<file path="src/rtl/lsu_pkg.sv">
package lsu_pkg;

  localparam int XLEN    = 32;
  localparam int OFF_W   = 16;
  localparam int OPC_W   = 6;
  localparam int REG_W   = 5;
  localparam int LANES   = XLEN / 8;
  localparam int LANE_W  = $clog2(LANES);
  localparam int WADDR_W = XLEN - LANE_W;

  localparam logic [OPC_W-1:0] OPC_LD_WORD  = 6'b100011;
  localparam logic [OPC_W-1:0] OPC_LD_BYTE  = 6'b100000;
  localparam logic [OPC_W-1:0] OPC_LD_UBYTE = 6'b100100;
  localparam logic [OPC_W-1:0] OPC_ST_WORD  = 6'b101011;
  localparam logic [OPC_W-1:0] OPC_ST_BYTE  = 6'b101000;

  typedef enum logic [2:0] {
    OP_NONE,
    OP_LW,
    OP_LB,
    OP_LBU,
    OP_SW,
    OP_SB
  } lsu_op_e;

  typedef struct packed {
    logic              word;
    logic              sign;
    logic [LANE_W-1:0] lane;
    logic [REG_W-1:0]  rt;
  } ld_meta_t;

  function automatic lsu_op_e decode_op(input logic [OPC_W-1:0] opc);
    lsu_op_e r;
    case (opc)
      OPC_LD_WORD:  r = OP_LW;
      OPC_LD_BYTE:  r = OP_LB;
      OPC_LD_UBYTE: r = OP_LBU;
      OPC_ST_WORD:  r = OP_SW;
      OPC_ST_BYTE:  r = OP_SB;
      default:      r = OP_NONE;
    endcase
    return r;
  endfunction

endpackage

</file>
<file path="src/rtl/lsu_agen.sv">
module lsu_agen
  import lsu_pkg::*;
(
  input  logic [XLEN-1:0]    base_i,
  input  logic [OFF_W-1:0]   off_i,
  input  logic               word_i,
  output logic [WADDR_W-1:0] waddr_o,
  output logic [LANE_W-1:0]  boff_o,
  output logic               misalign_o
);
  localparam int SEXT_W = XLEN - OFF_W;

  logic [XLEN-1:0] off_ext;
  logic [XLEN-1:0] ea;

  assign off_ext    = {{SEXT_W{off_i[OFF_W-1]}}, off_i};
  assign ea         = base_i + off_ext;
  assign waddr_o    = ea[XLEN-1:LANE_W];
  assign boff_o     = ea[LANE_W-1:0];
  assign misalign_o = word_i && (ea[LANE_W-1:0] != '0);
endmodule

</file>
<file path="src/rtl/lsu_lane_map.sv">
module lsu_lane_map
  import lsu_pkg::*;
#(
  parameter bit BIG_ENDIAN = 1'b0
) (
  input  logic [LANE_W-1:0] boff_i,
  output logic [LANE_W-1:0] lane_o
);
  localparam logic [LANE_W-1:0] TOP_LANE = LANE_W'(LANES - 1);

  if (BIG_ENDIAN) begin : g_big
    assign lane_o = TOP_LANE - boff_i;
  end else begin : g_little
    assign lane_o = boff_i;
  end
endmodule

</file>
<file path="src/rtl/lsu_store_steer.sv">
module lsu_store_steer
  import lsu_pkg::*;
(
  input  logic              fire_i,
  input  logic              word_i,
  input  logic [LANE_W-1:0] lane_i,
  input  logic [XLEN-1:0]   data_i,
  output logic [LANES-1:0]  we_o,
  output logic [XLEN-1:0]   wdata_o
);
  for (genvar g = 0; g < LANES; g++) begin : g_lane
    assign we_o[g]          = fire_i && (word_i || (lane_i == LANE_W'(g)));
    assign wdata_o[8*g +: 8] = word_i ? data_i[8*g +: 8] : data_i[7:0];
  end
endmodule

</file>
<file path="src/rtl/lsu_load_extract.sv">
module lsu_load_extract
  import lsu_pkg::*;
(
  input  logic [XLEN-1:0]   rdata_i,
  input  logic              word_i,
  input  logic              sign_i,
  input  logic [LANE_W-1:0] lane_i,
  output logic [XLEN-1:0]   data_o
);
  logic [7:0] lane_byte [LANES];
  logic [7:0] picked;

  for (genvar g = 0; g < LANES; g++) begin : g_split
    assign lane_byte[g] = rdata_i[8*g +: 8];
  end

  assign picked = lane_byte[lane_i];

  always_comb begin
    if (word_i) data_o = rdata_i;
    else        data_o = {{(XLEN-8){sign_i & picked[7]}}, picked};
  end
endmodule

</file>
<file path="src/rtl/lsu_rsp_stage.sv">
module lsu_rsp_stage
  import lsu_pkg::*;
(
  input  logic             clk,
  input  logic             rst_n,
  input  logic             issue_i,
  input  ld_meta_t         meta_i,
  input  logic [XLEN-1:0]  rdata_i,
  input  logic             rsp_ready_i,
  output logic             rsp_valid_o,
  output logic [XLEN-1:0]  rsp_data_o,
  output logic [REG_W-1:0] rsp_rt_o,
  output logic             stall_o
);
  logic            pend_q;
  logic            hold_q;
  ld_meta_t        meta_q;
  logic [XLEN-1:0] hold_data_q;
  logic [XLEN-1:0] live_data;

  lsu_load_extract u_extract (
    .rdata_i (rdata_i),
    .word_i  (meta_q.word),
    .sign_i  (meta_q.sign),
    .lane_i  (meta_q.lane),
    .data_o  (live_data)
  );

  assign rsp_valid_o = pend_q | hold_q;
  assign rsp_data_o  = hold_q ? hold_data_q : live_data;
  assign rsp_rt_o    = meta_q.rt;
  assign stall_o     = rsp_valid_o & ~rsp_ready_i;

  always_ff @(posedge clk or negedge rst_n) begin
    if (!rst_n) begin
      pend_q      <= 1'b0;
      hold_q      <= 1'b0;
      meta_q      <= '0;
      hold_data_q <= '0;
    end else begin
      pend_q <= issue_i;
      if (issue_i) meta_q <= meta_i;
      if (pend_q && !rsp_ready_i) begin
        hold_q      <= 1'b1;
        hold_data_q <= live_data;
      end else if (hold_q && rsp_ready_i) begin
        hold_q <= 1'b0;
      end
    end
  end

  // a waiting result keeps every field steady
  p_rsp_hold_r10: assert property (@(posedge clk) disable iff (!rst_n)
    (rsp_valid_o && !rsp_ready_i) |=>
      (rsp_valid_o && $stable(rsp_data_o) && $stable(rsp_rt_o)));

  // an issued load is answered on the next cycle
  p_rsp_after_issue_r9: assert property (@(posedge clk) disable iff (!rst_n)
    issue_i |=> rsp_valid_o);
endmodule

</file>
<file path="src/rtl/lsu_unit.sv">
module lsu_unit
  import lsu_pkg::*;
#(
  parameter bit BIG_ENDIAN = 1'b0
) (
  input  logic               clk,
  input  logic               rst_n,
  input  logic               req_valid,
  output logic               req_ready,
  input  logic [OPC_W-1:0]   req_op,
  input  logic [REG_W-1:0]   req_rt,
  input  logic [XLEN-1:0]    req_base,
  input  logic [OFF_W-1:0]   req_off,
  input  logic [XLEN-1:0]    req_wdata,
  output logic               mem_en,
  output logic [LANES-1:0]   mem_we,
  output logic [WADDR_W-1:0] mem_addr,
  output logic [XLEN-1:0]    mem_wdata,
  input  logic [XLEN-1:0]    mem_rdata,
  output logic               rsp_valid,
  input  logic               rsp_ready,
  output logic [XLEN-1:0]    rsp_data,
  output logic [REG_W-1:0]   rsp_rt,
  output logic               exc_align
);
  lsu_op_e           op;
  logic              is_word, is_load, is_store, is_sign, legal;
  logic              misalign, fire, ok_fire, stall;
  logic              exc_q;
  logic [LANE_W-1:0] boff, lane;
  ld_meta_t          meta;

  assign op       = decode_op(req_op);
  assign legal    = (op != OP_NONE);
  assign is_word  = (op == OP_LW) || (op == OP_SW);
  assign is_load  = (op == OP_LW) || (op == OP_LB) || (op == OP_LBU);
  assign is_store = (op == OP_SW) || (op == OP_SB);
  assign is_sign  = (op == OP_LB);

  assign req_ready = ~stall;
  assign fire      = req_valid & req_ready;
  assign ok_fire   = fire & legal & ~misalign;
  assign mem_en    = ok_fire;

  lsu_agen u_agen (
    .base_i     (req_base),
    .off_i      (req_off),
    .word_i     (is_word),
    .waddr_o    (mem_addr),
    .boff_o     (boff),
    .misalign_o (misalign)
  );

  lsu_lane_map #(.BIG_ENDIAN(BIG_ENDIAN)) u_lane (
    .boff_i (boff),
    .lane_o (lane)
  );

  lsu_store_steer u_steer (
    .fire_i  (ok_fire & is_store),
    .word_i  (is_word),
    .lane_i  (lane),
    .data_i  (req_wdata),
    .we_o    (mem_we),
    .wdata_o (mem_wdata)
  );

  always_comb begin
    meta.word = is_word;
    meta.sign = is_sign;
    meta.lane = lane;
    meta.rt   = req_rt;
  end

  lsu_rsp_stage u_rsp (
    .clk         (clk),
    .rst_n       (rst_n),
    .issue_i     (ok_fire & is_load),
    .meta_i      (meta),
    .rdata_i     (mem_rdata),
    .rsp_ready_i (rsp_ready),
    .rsp_valid_o (rsp_valid),
    .rsp_data_o  (rsp_data),
    .rsp_rt_o    (rsp_rt),
    .stall_o     (stall)
  );

  always_ff @(posedge clk or negedge rst_n) begin
    if (!rst_n) exc_q <= 1'b0;
    else        exc_q <= fire & misalign;
  end
  assign exc_align = exc_q;

  // a misaligned word access writes nothing
  p_exc_no_write_r2: assert property (@(posedge clk) disable iff (!rst_n)
    (fire && misalign) |-> (mem_we == '0));

  // the trap follows an accepted misaligned access
  p_exc_pulse_r2: assert property (@(posedge clk) disable iff (!rst_n)
    (fire && misalign) |=> exc_align);

  // byte operations never trap
  p_byte_noexc_r3: assert property (@(posedge clk) disable iff (!rst_n)
    (fire && (op == OP_LB || op == OP_LBU || op == OP_SB)) |=> !exc_align);

  // a byte store touches exactly one lane
  p_byte_one_lane_r6: assert property (@(posedge clk) disable iff (!rst_n)
    (mem_en && op == OP_SB) |-> ($countones(mem_we) == 1));

  // unknown codes stay off the memory port
  p_unknown_quiet_r8: assert property (@(posedge clk) disable iff (!rst_n)
    (req_valid && op == OP_NONE) |-> (!mem_en && mem_we == '0));
endmodule

</file>
<file path="config.mk">
export PLATFORM = sky130hd
export DESIGN_NAME = lsu_unit
export DESIGN_NICKNAME = d
export VERILOG_FILES = /design/src/rtl/lsu_pkg.sv /design/src/rtl/lsu_agen.sv /design/src/rtl/lsu_lane_map.sv /design/src/rtl/lsu_store_steer.sv /design/src/rtl/lsu_load_extract.sv /design/src/rtl/lsu_rsp_stage.sv /design/src/rtl/lsu_unit.sv
export SDC_FILE = /design/constraint.sdc
export NUM_CORES = 1
export LEC_CHECK = 0
export ABC_CLOCK_PERIOD_IN_PS = 7500
export BUFFER_PORTS_ARGS = -buffer_cell sky130_fd_sc_hd__buf_2
export CORE_MARGIN = 3
export CORE_UTILIZATION = 40
export CTS_BUF_LIST = sky130_fd_sc_hd__clkbuf_16
export DETAILED_ROUTE_END_ITERATION = 10
export PLACE_DENSITY_LB_ADDON = 0.15
export SYNTH_ARGS = -nofsm -noshare
export SYNTH_HDL_FRONTEND = slang
export SYNTH_SLANG_ARGS = --single-unit
</file>
<file path="constraint.sdc">
create_clock -name clk -period 7.5 [get_ports clk]
set_clock_uncertainty 0.15 [all_clocks]
set_input_delay 1.125 -clock clk [delete_from_list [all_inputs] [get_ports clk]]
set_output_delay 1.125 -clock clk [all_outputs]
set_load 0.02 [all_outputs]
</file>
==> results.sh <==
export IMPL_crit_type="primary input to primary output"
export IMPL_vdd_drop_max_uv=149
export IMPL_synth_top_family_by_area="compound AO/OA/AOI/OAI gates"
export IMPL_coreArea_sq_um=11100
export IMPL_synth_async_reset_ratio_pct=100
export IMPL_ys_types=57
export IMPL_drtIter0Drc=289
export IMPL_ys_seq_area_share_pct=23.7
export IMPL_hold_viol=0
export IMPL_end_kind="primary output"
export IMPL_fmax_mhz=199
export IMPL_clk_pin_slew_worst_paths_ns=0.06
export IMPL_antenna_found_initial=0
export IMPL_path_buf_inv=3
export IMPL_grt_max_degree=64
export IMPL_cp_top_family="compound AO/OA/AOI/OAI gates"
export IMPL_cap_violations=0
export IMPL_wl_per_cell_um=15.2
export IMPL_ioPinCount=234
export IMPL_syn_avg_cell_area_sq_um=7.45
export IMPL_die_h_um=114
export IMPL_gp_congestion=0.913
export IMPL_die_x_um=114
export IMPL_slew_headroom_pct=31.4
export IMPL_syn_num_nets=783
export IMPL_clockBufferDepth=2
export IMPL_crit_chain="buf_2, ha_1, inv_1, fa_1, nor2b_1, o2111ai_1, a21oi_1, and3_1, o31ai_1, a21oi_1, a2111oi_0, buf_2"
export IMPL_clock_sinks=44
export IMPL_tns_ns=0
export IMPL_drc=0
export IMPL_cts_inserted_buffers=5
export IMPL_whs_ns=0.328
export IMPL_synth_ff_latch_count=44
export IMPL_clock_latency_ns=0.28
export IMPL_cpPeakStageDelay_ns=0.53
export IMPL_ys_warn_count=0
export IMPL_final_layout_size_suffix_gt1_share_pct=33.5
export IMPL_p_per_area_nw_per_um2=165
export IMPL_synth_top_cell_area_share_pct=23.7
export IMPL_ys_top_cells_by_area="dfrtp_1 24%, nand2_1 10%, ha_1 8.3%"
export IMPL_grt_pass1_wl_um=23700
export IMPL_cts_resized=0
export IMPL_cts_hold_buf=0
export IMPL_port_buffers=233
export IMPL_htreeDepth=2
export IMPL_cts_setup_buffers=0
export IMPL_cp_slowest_cell="o31ai_1"
export IMPL_tightestPinTransition_ns=1.03
export IMPL_vias=5176
export IMPL_slew_viol_final=0
export IMPL_grt_overflow=0
export IMPL_die_area_sq_um=13000
export IMPL_cts_root_buf="clkbuf_16"
export IMPL_synthSimpleGateAreaFrac_pct=20.9
export IMPL_drtAntennaViolNets=0
export IMPL_drt_pass1_iter_count=4
export IMPL_area_delta_synth_final_pct=27.9
export IMPL_start_kind="primary input"
export IMPL_syn_inst=624
export IMPL_antenna_cells=0
export IMPL_cp_arrival_ns=3.76
export IMPL_finalCritPeriodShare_pct=67.2
export IMPL_dp_hpwl_um=11700
export IMPL_drt_total_wl_um=14700
export IMPL_min_period_ns=5.04
export IMPL_rows=38
export IMPL_start_util_pct=42.0
export IMPL_synth_xor_area_share_pct=5.09
export IMPL_cp_required_ns=6.22
export IMPL_setup_violations=0
export IMPL_yosys_area_top_type="dfrtp_1"
export IMPL_grt_pass1_vias=4946
export IMPL_fillers=1092
export IMPL_p_leak_nw=2.99
export IMPL_grt_usage_pct=21.9
export IMPL_cts_tree="built"
export IMPL_synth_ff_type="dfrtp_1"
export IMPL_nets=984
export IMPL_holdCritPathClass="register to register"
export IMPL_synth_area_sq_um=4650
export IMPL_crit_path_max_fanout=5
export IMPL_synthAdderAreaFrac_pct=8.78
export IMPL_synth_area_mux_share_pct=10.4
export IMPL_outcome="finished clean"
export IMPL_viasPerCell=5.36
export IMPL_synth_edff_count=0
export IMPL_fin_util_pct=53.7
export IMPL_rsz0062_at_grt="false"
export IMPL_synth_compound_area_share_pct=23.7
[worst paths after layout]
path / depth (start not counted) / slack, ns / endpoint / from
hold / removal: 2 / 0.33 / u_rsp.hold_data_q[22] / u_rsp.hold_data_q[22]
min in group asynchronous: 1 / 0.87 / u_rsp.hold_q / rst_n
max in group asynchronous: 1 / 5.69 / u_rsp.hold_data_q[9] / rst_n
setup / recovery: 12 / 2.46 / mem_addr[22] / req_base[0]
setup reg to reg: 9 / 4.70 / u_rsp.rsp_rt_o[0] / u_rsp.hold_q
hold reg to reg: 2 / 0.33 / u_rsp.hold_data_q[22] / u_rsp.hold_data_q[22]
[power breakdown]
group | switching (W) | internal [W] | leakage (nW) | total, W
Sequential | 0.0000197 | 0.000259 | 0.597 | 0.000278
Clock | 0.0000882 | 0.000121 | 0.0710 | 0.000209
Combinational | 0.000300 | 0.000191 | 2.33 | 0.000492
Total | 0.000408 | 0.000571 | 2.99 | 0.000979
[cells in the mapped netlist, types with 3 or more instances]
cell type and number:
mux2_2 18, ha_1 31, xor2_1 14, xnor2_1 13, and3_1 5, or2_2 5
nand3_1 8, o21ai_0 49, a21o_1 12, nand2_1 127, nand4_1 8, nor3_1 4
a21oi_1 63, o211ai_1 3, nor2b_1 6, clkbuf_1 25, mux2i_1 26, nor2_1 39
a22oi_1 7, a31oi_1 4, inv_1 36, nand2b_1 6, nor4_1 3, buf_1 4
buf_4 13, a221oi_1 7, a211o_1 3, dfrtp_1 44
[through the flow]
| stage | power (W) | instances | area [sq um] | setup slack, ns |
|---|---|---|---|---|
| 3_5_place_dp | 0.000771 | 958 | 5810 | 2.46 |
| 3_3_place_gp | 0.000766 | 958 | 5810 | 2.48 |
| 4_1_cts | 0.000984 | 966 | 5950 | 2.45 |
| 5_1_grt | 0.00104 | 966 | 5950 | 2.18 |
| 6_report | 0.000979 | 966 | 5950 | 2.46 |
| 2_1_floorplan | 0.000615 | 624 | 4650 | 2.47 |
[final cells by class]
cell class | instances | area [sq um] | share of cell area [%]
clock buffer | 5 | 125 | 2.10
multi-input combinational | 501 | 3200 | 53.9
timing repair buffer | 236 | 1190 | 20.0
clock inverter | 3 | 13.8 | 0.231
inverter | 37 | 139 | 2.34
tap | 140 | 175 | 2.95
sequential | 44 | 1100 | 18.5
[per-layer routing]
layer | GRT usage [%] | vias up | wire (um)
met4 | 5.70 | 0 | 281
li1 | - | 2599 | -
met1 | 30.4 | 2371 | 6670
met5 | 0 | - | 0
met2 | 35.4 | 188 | 6660
met3 | 3.61 | 18 | 1060
[sequential cells by signal, indices dropped and copies added, names as in the netlist]
signal	flops
u_rsp.rsp_rt_o	5
u_rsp.hold_q	1
exc_align	1
u_rsp.hold_data_q	32
u_rsp.pend_q	1
u_rsp.meta_q	4
[placed cells by master, fill, tap and decap left out, types with 12 or more instances in the layout]
| cell | n |
|---|---|
| o21ai_0 | 49 |
| buf_2 | 233 |
| inv_1 | 36 |
| xor2_1 | 14 |
| mux2_2 | 18 |
| nor2_1 | 39 |
| nand2_1 | 127 |
| a21o_1 | 12 |
| dfrtp_1 | 44 |
| mux2i_1 | 26 |
| ha_1 | 31 |
| a21oi_1 | 63 |
| xnor2_1 | 13 |
[tightest hold or removal path: stages (launching register included)]
cell and delay (ns):
dfrtp_1 0.34, nand2_1 0.04, o21ai_0 0.06
[cells by family after synthesis]
logic type,after synthesis
multiplexers,45
AO/OA/AOI/OAI,176
flip-flops,44
adder cells (fa/ha/maj),32
buffers and inverters,79
XOR/XNOR,27
AND/OR/NAND/NOR,221
(Power assumes the default switching activity.)
